$ cat src/rtl/pol_pkg.sv
package pol_pkg;
  typedef enum logic [1:0] {
    ST_ARMED = 2'd0,
    ST_NORM  = 2'd1,
    ST_INV   = 2'd2
  } pol_st_e;
endpackage

$ cat src/rtl/pol_qual.sv
// Qualifies decoder events for one port.
module pol_qual (
  input  logic en_i,
  input  logic lf_i,
  input  logic end_i,
  input  logic ok_i,
  input  logic inv_i,
  output logic rearm_o,
  output logic take_o,
  output logic take_inv_o
);
  always_comb begin
    rearm_o    = lf_i | ~en_i;
    // re-arm wins over a packet in the same cycle
    take_o     = ~rearm_o & end_i & ok_i;
    take_inv_o = take_o & inv_i;
  end
endmodule

$ cat src/rtl/pol_port_fsm.sv
module pol_port_fsm
  import pol_pkg::*;
(
  input  logic clk_i,
  input  logic rst_ni,
  input  logic rearm_i,
  input  logic take_i,
  input  logic take_inv_i,
  output logic invert_o,
  output logic stat_o
);
  pol_st_e st_q, st_d;

  always_comb begin
    st_d = st_q;
    if (rearm_i) begin
      st_d = ST_ARMED;
    end else begin
      unique case (st_q)
        ST_ARMED: if (take_i) st_d = take_inv_i ? ST_INV : ST_NORM;
        ST_NORM:  st_d = ST_NORM;
        ST_INV:   st_d = ST_INV;
        default:  st_d = ST_ARMED;
      endcase
    end
  end

  always_ff @(posedge clk_i or negedge rst_ni) begin
    if (!rst_ni) begin
      st_q     <= ST_ARMED;
      invert_o <= 1'b0;
      stat_o   <= 1'b0;
    end else begin
      st_q     <= st_d;
      invert_o <= (st_d == ST_INV);
      stat_o   <= (st_d == ST_INV);
    end
  end
endmodule

$ cat src/rtl/pol_auto_corr.sv
module pol_auto_corr #(
  parameter int N_PORTS = 4
) (
  input  logic               clk_i,
  input  logic               rst_ni,
  input  logic [N_PORTS-1:0] enable_i,
  input  logic [N_PORTS-1:0] pkt_end_i,
  input  logic [N_PORTS-1:0] pkt_ok_i,
  input  logic [N_PORTS-1:0] pkt_inv_i,
  input  logic [N_PORTS-1:0] link_fail_i,
  output logic [N_PORTS-1:0] rx_invert_o,
  output logic [N_PORTS-1:0] corr_stat_o
);
  logic [N_PORTS-1:0] rearm, take, take_inv;

  for (genvar p = 0; p < N_PORTS; p++) begin : g_port
    pol_qual u_qual (
      .en_i       (enable_i[p]),
      .lf_i       (link_fail_i[p]),
      .end_i      (pkt_end_i[p]),
      .ok_i       (pkt_ok_i[p]),
      .inv_i      (pkt_inv_i[p]),
      .rearm_o    (rearm[p]),
      .take_o     (take[p]),
      .take_inv_o (take_inv[p])
    );
    pol_port_fsm u_fsm (
      .clk_i      (clk_i),
      .rst_ni     (rst_ni),
      .rearm_i    (rearm[p]),
      .take_i     (take[p]),
      .take_inv_i (take_inv[p]),
      .invert_o   (rx_invert_o[p]),
      .stat_o     (corr_stat_o[p])
    );
  end
endmodule

$ cat config.mk
export PLATFORM = sky130hd
export DESIGN_NAME = pol_auto_corr
export DESIGN_NICKNAME = d
export VERILOG_FILES = /design/src/rtl/pol_pkg.sv /design/src/rtl/pol_qual.sv /design/src/rtl/pol_port_fsm.sv /design/src/rtl/pol_auto_corr.sv
export SDC_FILE = /design/constraint.sdc
export NUM_CORES = 1
export LEC_CHECK = 0
export ABC_CLOCK_PERIOD_IN_PS = 1100
export CAP_MARGIN = 20
export CORE_MARGIN = 1
export CORE_UTILIZATION = 36
export DETAILED_ROUTE_END_ITERATION = 8
export PLACE_DENSITY = 0.73
export RECOVER_POWER = 25
export SYNTH_ARGS = -nofsm -noshare
export SYNTH_HDL_FRONTEND = slang
export SYNTH_HIERARCHICAL = 1
export SYNTH_SLANG_ARGS = --single-unit
$ cat constraint.sdc
create_clock -name clk_i -period 1.1 [get_ports clk_i]
set_clock_uncertainty 0.1 [all_clocks]
set_input_delay 0.11 -clock clk_i [delete_from_list [all_inputs] [get_ports clk_i]]
set_output_delay 0.11 -clock clk_i [all_outputs]
set_load 0.01 [all_outputs]
# After elaboration in Yosys (flattened, before gate mapping)
# Cells that the tools add are included.
# classes
eq_ne	12
n_div	0
reduce_logical	4
mul	0
n_addsub	0
muxes	16
shifts	0
n_lt_le_gt_ge	0
n_bitwise	24
# op_table
cell	n
two-way mux 2 bit	12
one-hot mux 2 bit (3 select lines)	4
== test 2 bit, second input constant	8
bitwise AND 1 bit	12
== test 2 x 1 -> 1 bit, second input constant	4
zero test 2 bit	4
NOT 1 bit	8
bitwise OR 1 bit	4
# word_totals
mem_count	0
mem_bits_rw	0
out_inout_bits	8
mem_bits_ro	0
input_bits	22
ff_bits	12
elab_cells	64
latchBits	0

# Depth between registers and ports, before layout
# Gate-level depths: netlist of the first run.
# logic_depth
ltp_word	11
ltp_mapped	4
mapped_depth_nobuf	4

# Cells and area by module
# Netlist of the first run, hierarchy kept.
# modules_own_cells
mod	instances	seq_area_each_um2	cells_per_inst	area_each_um2
pol_port_fsm	4	75.1	10	115.1
pol_qual	4	0.0	3	22.5

# Worst setup path before layout of the first run
# No wires, ideal clock.
# synth_timing
kind	input -> register
from	input port link_fail_i[0]
to	register g_port[0].u_fsm.st_q[0]
required_time_ps	881
setup_slack_ps	198
t_arrival_ps	683
path_buffers	0
setup_ps	119
cell_stages	4
path_cell_list	and4b_1 and2_1 nor2b_1 o21a_1
# synth_between
elab_chain_cells	9
# synth_lines
element	line_no	rtl
start, declared	pol_auto_corr.sv:10	input logic [N_PORTS-1:0] link_fail_i,
bitwise OR 1 bit	pol_qual.sv:13	rearm_o = lf_i | ~en_i;
NOT 1 bit	pol_qual.sv:15	take_o = ~rearm_o & end_i & ok_i;
bitwise AND 1 bit (2 in a row)	pol_qual.sv:15	
bitwise AND 1 bit	pol_qual.sv:16	take_inv_o = take_o & inv_i;
via take_inv[0]	pol_auto_corr.sv:14	logic [N_PORTS-1:0] rearm, take, take_inv;
two-way mux 2 bit (2 in a row)	pol_port_fsm.sv:20	ST_ARMED: if (take_i) st_d = take_inv_i ? ST_INV : ST_NORM;
one-hot mux 2 bit (3 select lines)	pol_port_fsm.sv:19	unique case (st_q)
two-way mux 2 bit	pol_port_fsm.sv:16	if (rearm_i) begin
via g_port[0].u_fsm.st_d[0]	pol_port_fsm.sv:12	pol_st_e st_q, st_d;
end signal, assigned	pol_port_fsm.sv:34	st_q <= st_d;
end, declared	pol_port_fsm.sv:12	
# The timed path passes the listed nets, and every way through them passes these cells.

# Final worst setup path of the first run
# layout_timing
from	input port pkt_ok_i[0]
to	register g_port[0].u_fsm.st_q[0]
# layout_between
elab_chain_cells	6
# layout_lines
element	line_no	rtl
start, declared	pol_auto_corr.sv:8	input logic [N_PORTS-1:0] pkt_ok_i,
bitwise AND 1 bit	pol_qual.sv:15	
via take[0]	pol_auto_corr.sv:14	
bitwise AND 1 bit	pol_qual.sv:16	
via take_inv[0]	pol_auto_corr.sv:14	
two-way mux 2 bit (2 in a row)	pol_port_fsm.sv:20	
one-hot mux 2 bit (3 select lines)	pol_port_fsm.sv:19	
two-way mux 2 bit	pol_port_fsm.sv:16	
via g_port[0].u_fsm.st_d[0]	pol_port_fsm.sv:12	
# The timed path passes the listed nets, and every way through them passes these cells.

==> run summary, run 1 <==
Status: completed
Min-delay worst type: in2reg
Syn Nets: 74
Hold_buf cts: 0
Skew-Pair Late Insertion Delay: 270 ps
Post-synth cell types: 10
GRT Overall Usage: 16.69%
Drt wl/cell: 12.01 um
Initial antenna violation count: 0
Internal Power: 0.7149 mW
Ant. Diodes: 0
Final std cell area, no fill: 920.9 um2
Critical path startpoint: pkt_ok_i[0]
H-tree levels: 1
Total gr overflow: 0
Critical path type: in2reg
Adder-cell share of the synthesized area: 0%
Compound-Gate Fraction of Synth Area: 9.091%
Chip width: 41.11 um
Mean number of vias per cell: 5.090
Layout cell share with drive strength beyond 1: 31.76%
Num rows: 13
Final Worst Setup Slack: 43.71 ps
Number of port buffers: 29
Via count: 509
Clk pwr share: 37.8%
Reg2reg start: g_port[3].u_fsm/st_q[0]$_DFF_PN0_
Comb pwr share: 12.1%
Drt first pass iters: 3
Post-route minimum period: 1056 ps
Final nets: 108
Util after Layout: 67.40%
Chip Height: 41.11 um
Net Sw Frac: 19.63%
RSZ-0062 raised after global routing: false
Hold Crit Start: enable_i[0]
Switch Pwr: 0.1746 mW
Vias in the first global route: 447
CTS Sinks: 12
DR iter-0 viols: 5
Fin. Hold Viols: 0
Crit path DAT: 1120 ps
Remaining DRCs: 0
Mux cell area share after synthesis: 0%
First-pass GRT wire length: 1745 um
Syn Inst Count: 52
CTS tree: yes
CP max FO: 3
Fillers: 116
Pin count of the biggest net entering global routing: 13
Top cells by area, synth: dfrtp_1 (55%), and4b_1 (7.3%), nor3_1 (7.3%), buf_4 (5.5%), o21a_1 (5.5%)
Seq pwr share: 50.0%
CTS Buffer Depth: 2
Avg Inst Size Synth: 10.59 um2
Final GP Congestion: 0.7657
Max-cap check violation count: 0
FF+latch count, synth: 12
Simple-gate share of the synthesized area: 30.91%
Biggest area consumer among synthesized cells: dfrtp_1
Part of the Yosys area used for sequential elements: 54.55%
Max Slew Vio Count: 0
Placed Area: 844.6 um2
Fmax achieved: 946.7 MHz
Root Buffer: clkbuf_4
Leak: 0.5318 nW
Share of the synthesized area in the top cell type: 54.55%
Highest-count cells in the layout ignoring fill and taps: dfrtp_1 (12), dlymetal6s2s_1 (10), nor3_1 (5), dlygate4sd2_1 (5), clkdlybuf4s50_1 (5)
Dpl ws: -323.0 ps
Synth-to-layout area growth: 67.27%
Clk slew on worst S/H paths: 70 ps
Final WL: 1201 um
Flop2flop setup slack: 240 ps
Final ANT Viol Nets: 0
PwrDens: 965.9 nW/um2
Worst Max-Slew Pin Slew: 619.4 ps
Headroom to the max-slew limit: 58.71%
Total I/O pin count: 30
Setup Viol. Count Final: 0
Critical Path Source Type: input port
Post-DP HPWL: 813.6 um
Synthesis warning total: 6
TritonCTS buffer count: 3
Starting density of the core: 40.29%
Commonest non-fill, non-tap cell in the layout: dfrtp_1
IR drop worst, VDD: 1034 uV
Kind of end point of the critical path: register
Cell area after synthesis: 550.5 um2
Largest family of logic cells by synthesized area: simple AND/OR/NAND/NOR gates
Placed cell count: 94
CORE AREA: 1366 um2
CP required: 1160 ps
Die footprint: 1690 um2
Final Cycle Share: 96.03%
Non-filler instance count after layout: 100
Xor-xnor portion of the synthesized cell area: 0%
-- power by group through the flow --
stage               clock network, mW  registers (mW)  logic (mW)
floorplan                           0           0.453      0.0236
global placement                    0           0.453       0.112
detailed placement                  0           0.453       0.113
CTS                             0.354           0.444       0.112
global route                    0.370           0.445       0.120
finish                          0.337           0.445       0.108
-- what timing repair did --
action,in CTS,in global routing
pin swaps,9,12
resized for setup,34,22
setup buffers,1,1
endpoints found under the setup margin,17,17
-- state kept, by name (all words and copies together), names as in the netlist --
register / flops
g_port.u_fsm/st_q: 8
g_port.u_fsm/stat_o: 4
-- final timing paths --
path / to / depth (start not counted)
min in group asynchronous: g_port[3].u_fsm/stat_o$_DFF_PN0_ / 2
worst max register to register: g_port[3].u_fsm/stat_o$_DFF_PN0_ / 1
worst min-delay path: g_port[0].u_fsm/stat_o$_DFF_PN0_ / 3
worst max-delay path: g_port[0].u_fsm/st_q[0]$_DFF_PN0_ / 5
worst min register to register: g_port[0].u_fsm/stat_o$_DFF_PN0_ / 1
max in group asynchronous: g_port[3].u_fsm/st_q[1]$_DFF_PN0_ / 2
-- kinds of logic after synthesis --
| family | after synthesis |
|---|---|
| compound gates | 8 |
| buf+inv | 4 |
| flops | 12 |
| simple gates | 28 |
-- critical path, cell delays in order --
cell and delay (ps):
clkdlybuf4s50_1 440, and4b_1 210, and2_4 150, nor2b_1 40, o21a_1 160
-- layout make-up --
type	instances	area (um2)	share of cell area, %
flip-flops and latches	12	300.3	32.61
clock buffers	4	36.28	3.940
repair buffers	33	295.3	32.07
multi-input cells	36	270.3	29.35
well taps	15	18.77	2.038
-- metal layers --
metal	up-vias	wire, um	global-route usage [%]
li1	244	-	-
met1	239	467	19.11
met2	24	593	26.17
met3	2	129	8.152
met4	0	10	7.258
met5	-	0	0
-- synth_stat cells --
library cell	count
buf_4	4
nor2b_1	4
o21a_1	4
nor3_1	8
nor2_1	4
a21oi_1	4
dfrtp_1	12
and2_1	4
nand2b_1	4
and4b_1	4
-- stage by stage --
stage | TNS, ps | total power [mW] | hold slack [ps]
CTS | -85.04 | 0.9113 | 32.47
global placement | -3478 | 0.5655 | 326.9
detailed placement | -3592 | 0.5661 | 326.0
finish | 0 | 0.8895 | 83.99
global route | 0 | 0.9350 | 107.7
floorplan | 0 | 0.4768 | -285.6
(Power assumes the default switching activity.)
==> inputs of run 2 (changes only) <==
--- a/config.mk
+++ b/config.mk
@@ -12,6 +12,7 @@
 export DETAILED_ROUTE_END_ITERATION = 8
 export PLACE_DENSITY = 0.73
 export RECOVER_POWER = 25
+export SETUP_SLACK_MARGIN = 0.15
 export SYNTH_ARGS = -nofsm -noshare
 export SYNTH_HDL_FRONTEND = slang
 export SYNTH_HIERARCHICAL = 1
==> run summary, run 2 (same netlist as run 1, synthesis figures left out) <==
Setup Viol. Count Final: 0
Die footprint: 1690 um2
Clk pwr share: 38.3%
IR drop worst, VDD: 1031 uV
Commonest non-fill, non-tap cell in the layout: dlygate4sd2_1
Biggest register: g_port.u_fsm/st_q
Fmax achieved: 994.3 MHz
CTS Buffer Depth: 2
Net Sw Frac: 19.91%
Via count: 520
GRT Overall Usage: 16.35%
Worst path bufs/invs: 1
Synth-to-layout area growth: 62.27%
Reg2Reg Depth: 2
CP max stage cell: dfrtp_1
Hold endpoint: g_port[2].u_fsm/st_q[1]$_DFF_PN0_
Initial antenna violation count: 0
Max reg flops: 8
Skew-Pair Late Insertion Delay: 270 ps
Critical Path Source Type: register
Final GP Congestion: 0.7657
Mean number of vias per cell: 5.149
Min-delay worst type: in2reg
Chip width: 41.11 um
Remaining DRCs: 0
DR iter-0 viols: 6
Crit path DAT: 800 ps
First-pass GRT wire length: 1690 um
Final WL: 1157 um
Vias in the first global route: 433
Top Family by Delay on Critical Path: flip-flops
Slowest stage delay, CP: 380 ps
Final ANT Viol Nets: 0
CTS Sinks: 12
Capturing point of the worst reg2reg path: g_port[3].u_fsm/stat_o$_DFF_PN0_
Final nets: 109
Flop2flop setup slack: 260 ps
Switch Pwr: 0.1764 mW
Num rows: 13
CP max FO: 2
Fin. Hold Viols: 0
Highest-count cells in the layout ignoring fill and taps: dlygate4sd2_1 (13), dfrtp_1 (12), buf_2 (8)
Fin Hold WS: 142.3 ps
Max-cap check violation count: 0
Comb pwr share: 11.5%
Post-route minimum period: 1006 ps
Hold Crit Start: link_fail_i[2]
Internal Power: 0.7097 mW
Status: completed
Chip Height: 41.11 um
Reg2reg start: g_port[3].u_fsm/st_q[1]$_DFF_PN0_
CORE AREA: 1366 um2
Kind of end point of the critical path: output port
Biggest regs: g_port.u_fsm/st_q (8), g_port.u_fsm/stat_o (4)
Layout cell share with drive strength beyond 1: 32.56%
PwrDens: 991.8 nW/um2
CTS tree: yes
Hold Path Depth: 3
CP required: 890 ps
Total gr overflow: 0
Drt wl/cell: 11.46 um
Root Buffer: clkbuf_4
Total I/O pin count: 30
TritonCTS buffer count: 3
Critical path type: reg2out
Starting density of the core: 40.29%
Hold_buf cts: 0
Final Worst Setup Slack: 94.31 ps
Number of port buffers: 29
Dpl ws: -323.0 ps
Headroom to the max-slew limit: 58.36%
RSZ-0062 raised after global routing: true
Clk slew on worst S/H paths: 70 ps
Leak: 0.4622 nW
Critical-path cell list: buf_2
Pin count of the biggest net entering global routing: 13
Post-DP HPWL: 813.6 um
Ant. Diodes: 0
Max Slew Vio Count: 0
H-tree levels: 1
Drt first pass iters: 4
Seq pwr share: 50.2%
Worst Max-Slew Pin Slew: 624.6 ps
Final Cycle Share: 91.43%
==> run 2: changes by cell type in the layout (fill, tap and decap cells not counted) <==
cell / change
buf_2: +4
buf_4: +1
clkbuf_2: -4
clkdlybuf4s15_1: +3
clkdlybuf4s50_1: -1
dlygate4sd2_1: +8
dlymetal6s2s_1: -10
==> run 2: layout make-up <==
cell class	count	area, um2
Clock buffer	4	36.28
Fill cell	120	473.0
Multi-Input combinational cell	36	270.3
Sequential cell	12	300.3
Tap cell	15	18.77
Timing Repair Buffer	34	267.8
==> run 2: repair_timing <==
| item | 4_1_cts | 5_1_grt |
|---|---|---|
| setup endpoints to repair | 20 | 16 |
| setup buffers | 3 | 0 |
| pin swaps | 16 | 10 |
| resized for setup | 59 | 5 |
==> run 2: layer usage <==
layer  vias to the layer above  GRT usage [%]  routed length [um]
met5                         -              0                   0
met3                         2          8.152                 125
met4                         0          7.258                   9
li1                        248              -                   -
met2                        23          25.78                 545
met1                       247          18.43                 476
==> run 2: worst max-delay path by stage <==
stage,from,endpoint,slack (ps),cells after the start
after detailed placement,link_fail_i[0],g_port[0].u_fsm/st_q[1]$_DFF_PN0_,-320,5
final,g_port[0].u_fsm/stat_o$_DFF_PN0_,corr_stat_o[0],90,1
after CTS,g_port[0].u_fsm/stat_o$_DFF_PN0_,corr_stat_o[0],80,1
after global routing,g_port[2].u_fsm/stat_o$_DFF_PN0_,rx_invert_o[2],60,1
after floorplan,link_fail_i[0],g_port[0].u_fsm/st_q[0]$_DFF_PN0_,200,4
after global placement,link_fail_i[2],g_port[2].u_fsm/stat_o$_DFF_PN0_,-310,5
==> run 2: through the flow <==
stage | util [%] | instance area (um2) | total power, mW | setup TNS [ps] | std cells
3_5_place_dp | 61.81 | 844.6 | 0.5661 | -3592 | 94
4_1_cts | 64.65 | 883.3 | 0.9014 | 0 | 101
2_1_floorplan | - | 550.5 | 0.4768 | 0 | 52
3_3_place_gp | 61.81 | 844.6 | 0.5655 | -3478 | 94
5_1_grt | 65.38 | 893.4 | 0.9303 | 0 | 101
6_report | 65.38 | 893.4 | 0.8860 | 0 | 101
==> run 2: power groups by stage <==
stage | logic, mW | registers [mW] | clock network [mW]
2_1_floorplan | 0.0236 | 0.453 | 0
3_3_place_gp | 0.112 | 0.453 | 0
3_5_place_dp | 0.113 | 0.453 | 0
4_1_cts | 0.102 | 0.444 | 0.354
5_1_grt | 0.113 | 0.445 | 0.372
6_report | 0.102 | 0.445 | 0.339
==> inputs of run 3 (changes only) <==
--- a/config.mk
+++ b/config.mk
@@ -8,12 +8,13 @@
 export ABC_CLOCK_PERIOD_IN_PS = 1100
 export CAP_MARGIN = 20
 export CORE_MARGIN = 1
-export CORE_UTILIZATION = 36
+export CORE_UTILIZATION = 37
 export DETAILED_ROUTE_END_ITERATION = 8
-export PLACE_DENSITY = 0.73
+export PLACE_DENSITY = 0.75
 export RECOVER_POWER = 25
+export REMOVE_ABC_BUFFERS = 1
 export SETUP_SLACK_MARGIN = 0.15
+export SLEW_MARGIN = 20
 export SYNTH_ARGS = -nofsm -noshare
 export SYNTH_HDL_FRONTEND = slang
-export SYNTH_HIERARCHICAL = 1
 export SYNTH_SLANG_ARGS = --single-unit
==> run summary, run 3 <==
Status: completed
Slowest stage delay, CP: 390 ps
Max Slew Vio Count: 0
Part of the Yosys area used for sequential elements: 54.05%
Final Cycle Share: 90.64%
Number of port buffers: 29
Mean number of vias per cell: 5.360
Dpl ws: -238.4 ps
Total gr overflow: 0
Internal Power: 0.6664 mW
Chip width: 40.75 um
Final std cell area, no fill: 942.2 um2
Max-cap check violation count: 0
Kind of end point of the critical path: output port
Post-synth top cells: dfrtp_1 (12), buf_4 (8), inv_1 (8), nor4_1 (8)
CTS Sinks: 12
Ant. Diodes: 0
Clk slew on worst S/H paths: 70 ps
Highest-count cells in the layout ignoring fill and taps: dfrtp_1 (11), clkdlybuf4s50_1 (9), dlymetal6s2s_1 (9)
Top cells by area, synth: dfrtp_1 (54%), a2111oi_2 (11%), buf_4 (11%), nor4_1 (9.0%), inv_1 (5.4%)
Simple-gate share of the synthesized area: 14.41%
H-tree levels: 1
Share of the synthesized area in the top cell type: 54.05%
Biggest register: g_port.u_fsm.st_q
Chip Height: 40.75 um
Comb pwr share: 18.7%
IR drop worst, VDD: 603.4 uV
Crit path DAT: 790 ps
Main synth FF type: dfrtp_1
CTS tree: yes
CP max stage cell: dfrtp_1
Synth-to-layout area growth: 69.59%
Capturing point of the worst reg2reg path: g_port[1].u_fsm.st_q[0]$_DFF_PN0_
Min-delay worst type: in2reg
CORE AREA: 1350 um2
DR iter-0 viols: 1
Non-filler instance count after layout: 89
Avg Inst Size Synth: 11.57 um2
Skew-Pair Late Insertion Delay: 260 ps
Hold endpoint: g_port[3].u_fsm.st_q[0]$_DFF_PN0_
Post-synth cell types: 7
Root Buffer: clkbuf_4
EDFF count, synth: 0
Async SR Flop Fraction: 100.0%
Switch Pwr: 0.2141 mW
Critical-path cell list: buf_2
Fillers: 105
Num rows: 13
Placed Area: 812.0 um2
Hold Crit Start: pkt_inv_i[3]
Clk pwr share: 29.0%
Vias in the first global route: 454
Critical Path Source Type: register
Final GP Congestion: 0.7369
Drt wl/cell: 14.87 um
Critical path type: reg2out
Drt first pass iters: 2
Setup TNS Final: 0 ps
Placed cell count: 85
Compound-Gate Fraction of Synth Area: 15.32%
Headroom to the max-slew limit: 56.65%
Xor-xnor portion of the synthesized cell area: 0%
Final nets: 98
Cell area after synthesis: 555.5 um2
Initial antenna violation count: 0
Total I/O pin count: 30
Biggest regs: g_port.u_fsm.st_q (8), g_port.u_fsm.invert_o (4)
Setup Viol. Count Final: 0
Fmax achieved: 1003 MHz
CTS Buffer Depth: 2
Seq pwr share: 52.3%
Reg2Reg Depth: 1
Post-DP HPWL: 965 um
Worst path bufs/invs: 1
Flop2flop setup slack: 130 ps
Synthesis warning total: 0
Syn Inst Count: 48
Max reg flops: 8
Adder-cell share of the synthesized area: 0%
Leak: 0.4484 nW
Hold Path Depth: 3
CP required: 890 ps
GRT Overall Usage: 16.90%
Pwr Total: 0.8805 mW
Worst Max-Slew Pin Slew: 650.2 ps
Remaining DRCs: 0
Top-count cell post-synth: dfrtp_1
FF+latch count, synth: 12
Final Worst Setup Slack: 103.0 ps
Pin count of the biggest net entering global routing: 13
Reg2reg start: g_port[1].u_fsm.st_q[1]$_DFF_PN0_
RSZ-0062 raised after global routing: true
Final WL: 1323 um
Final ANT Viol Nets: 0
Top Family by Delay on Critical Path: flip-flops
CP max FO: 2
Die footprint: 1661 um2
TritonCTS buffer count: 3
Largest family of logic cells by synthesized area: buffers and inverters
Fin. Hold Viols: 0
Post-route minimum period: 997.0 ps
Net Sw Frac: 24.32%
Hold_buf cts: 0
PwrDens: 934.6 nW/um2
Mux cell area share after synthesis: 0%
Via count: 477
Starting density of the core: 41.15%
Layout cell share with drive strength beyond 1: 35.14%
First-pass GRT wire length: 1773 um
Biggest area consumer among synthesized cells: dfrtp_1
Commonest non-fill, non-tap cell in the layout: dfrtp_1
==> run 3: worst max path at each step <==
stage                     slack [ps]                          startpoint                                end  depth (start not counted)
after CTS                         70   g_port[2].u_fsm.st_q[0]$_DFF_PN0_  g_port[2].u_fsm.st_q[0]$_DFF_PN0_                          2
after global placement          -180                        pkt_inv_i[1]  g_port[1].u_fsm.st_q[0]$_DFF_PN0_                          3
final                            100  g_port[0].u_fsm.invert_o$_DFF_PN0_                     rx_invert_o[0]                          1
after floorplan                  230   g_port[0].u_fsm.st_q[1]$_DFF_PN0_  g_port[0].u_fsm.st_q[0]$_DFF_PN0_                          1
after detailed placement        -240                        pkt_inv_i[1]  g_port[1].u_fsm.st_q[0]$_DFF_PN0_                          3
after global routing              70  g_port[3].u_fsm.invert_o$_DFF_PN0_                     rx_invert_o[3]                          1
==> run 3: layout make-up <==
type	instances	area, um2	area share [%]
Timing Repair Buffer	31	290.3	30.81
Clock buffer	3	22.52	2.390
Tap cell	15	18.77	1.992
Sequential cell	12	301.5	32.01
Multi-Input combinational cell	20	279.0	29.61
Inverter	8	30.03	3.187
==> run 3: cell families after synthesis <==
logic type             after synthesis
flip-flops                          12
AND/OR/NAND/NOR                     12
AO/OA/AOI/OAI                        8
buffers and inverters               16
==> run 3: stage by stage <==
stage | hold slack, ps | util, %
after CTS | 49.31 | 59.13
after detailed placement | 323.1 | 60.15
after global placement | 327.8 | 60.15
after floorplan | -285.6 | -
after global routing | 124.2 | 69.79
final | 125.7 | 69.79
==> run 3: what timing repair did <==
action	4_1_cts	5_1_grt
endpoints found under the setup margin	12	18
setup buffers	1	0
pin swaps	5	8
resized for setup	35	28
==> run 3: power by group through the flow <==
stage          logic (mW)  registers, mW  clock network [mW]
6_report            0.165          0.460               0.255
3_5_place_dp        0.146          0.466                   0
2_1_floorplan      0.0296          0.468                   0
4_1_cts             0.139          0.457               0.264
3_3_place_gp        0.143          0.465                   0
5_1_grt             0.178          0.461               0.289
==> run 3: per-layer routing <==
metal | vias to the layer above | share of wire (%) | global-route usage [%]
li1 | 222 | - | -
met1 | 230 | 35 | 16.90
met2 | 23 | 57 | 29.76
met3 | 2 | 7.3 | 5.978
met4 | 0 | 0.98 | 10.00
met5 | - | 0 | 0
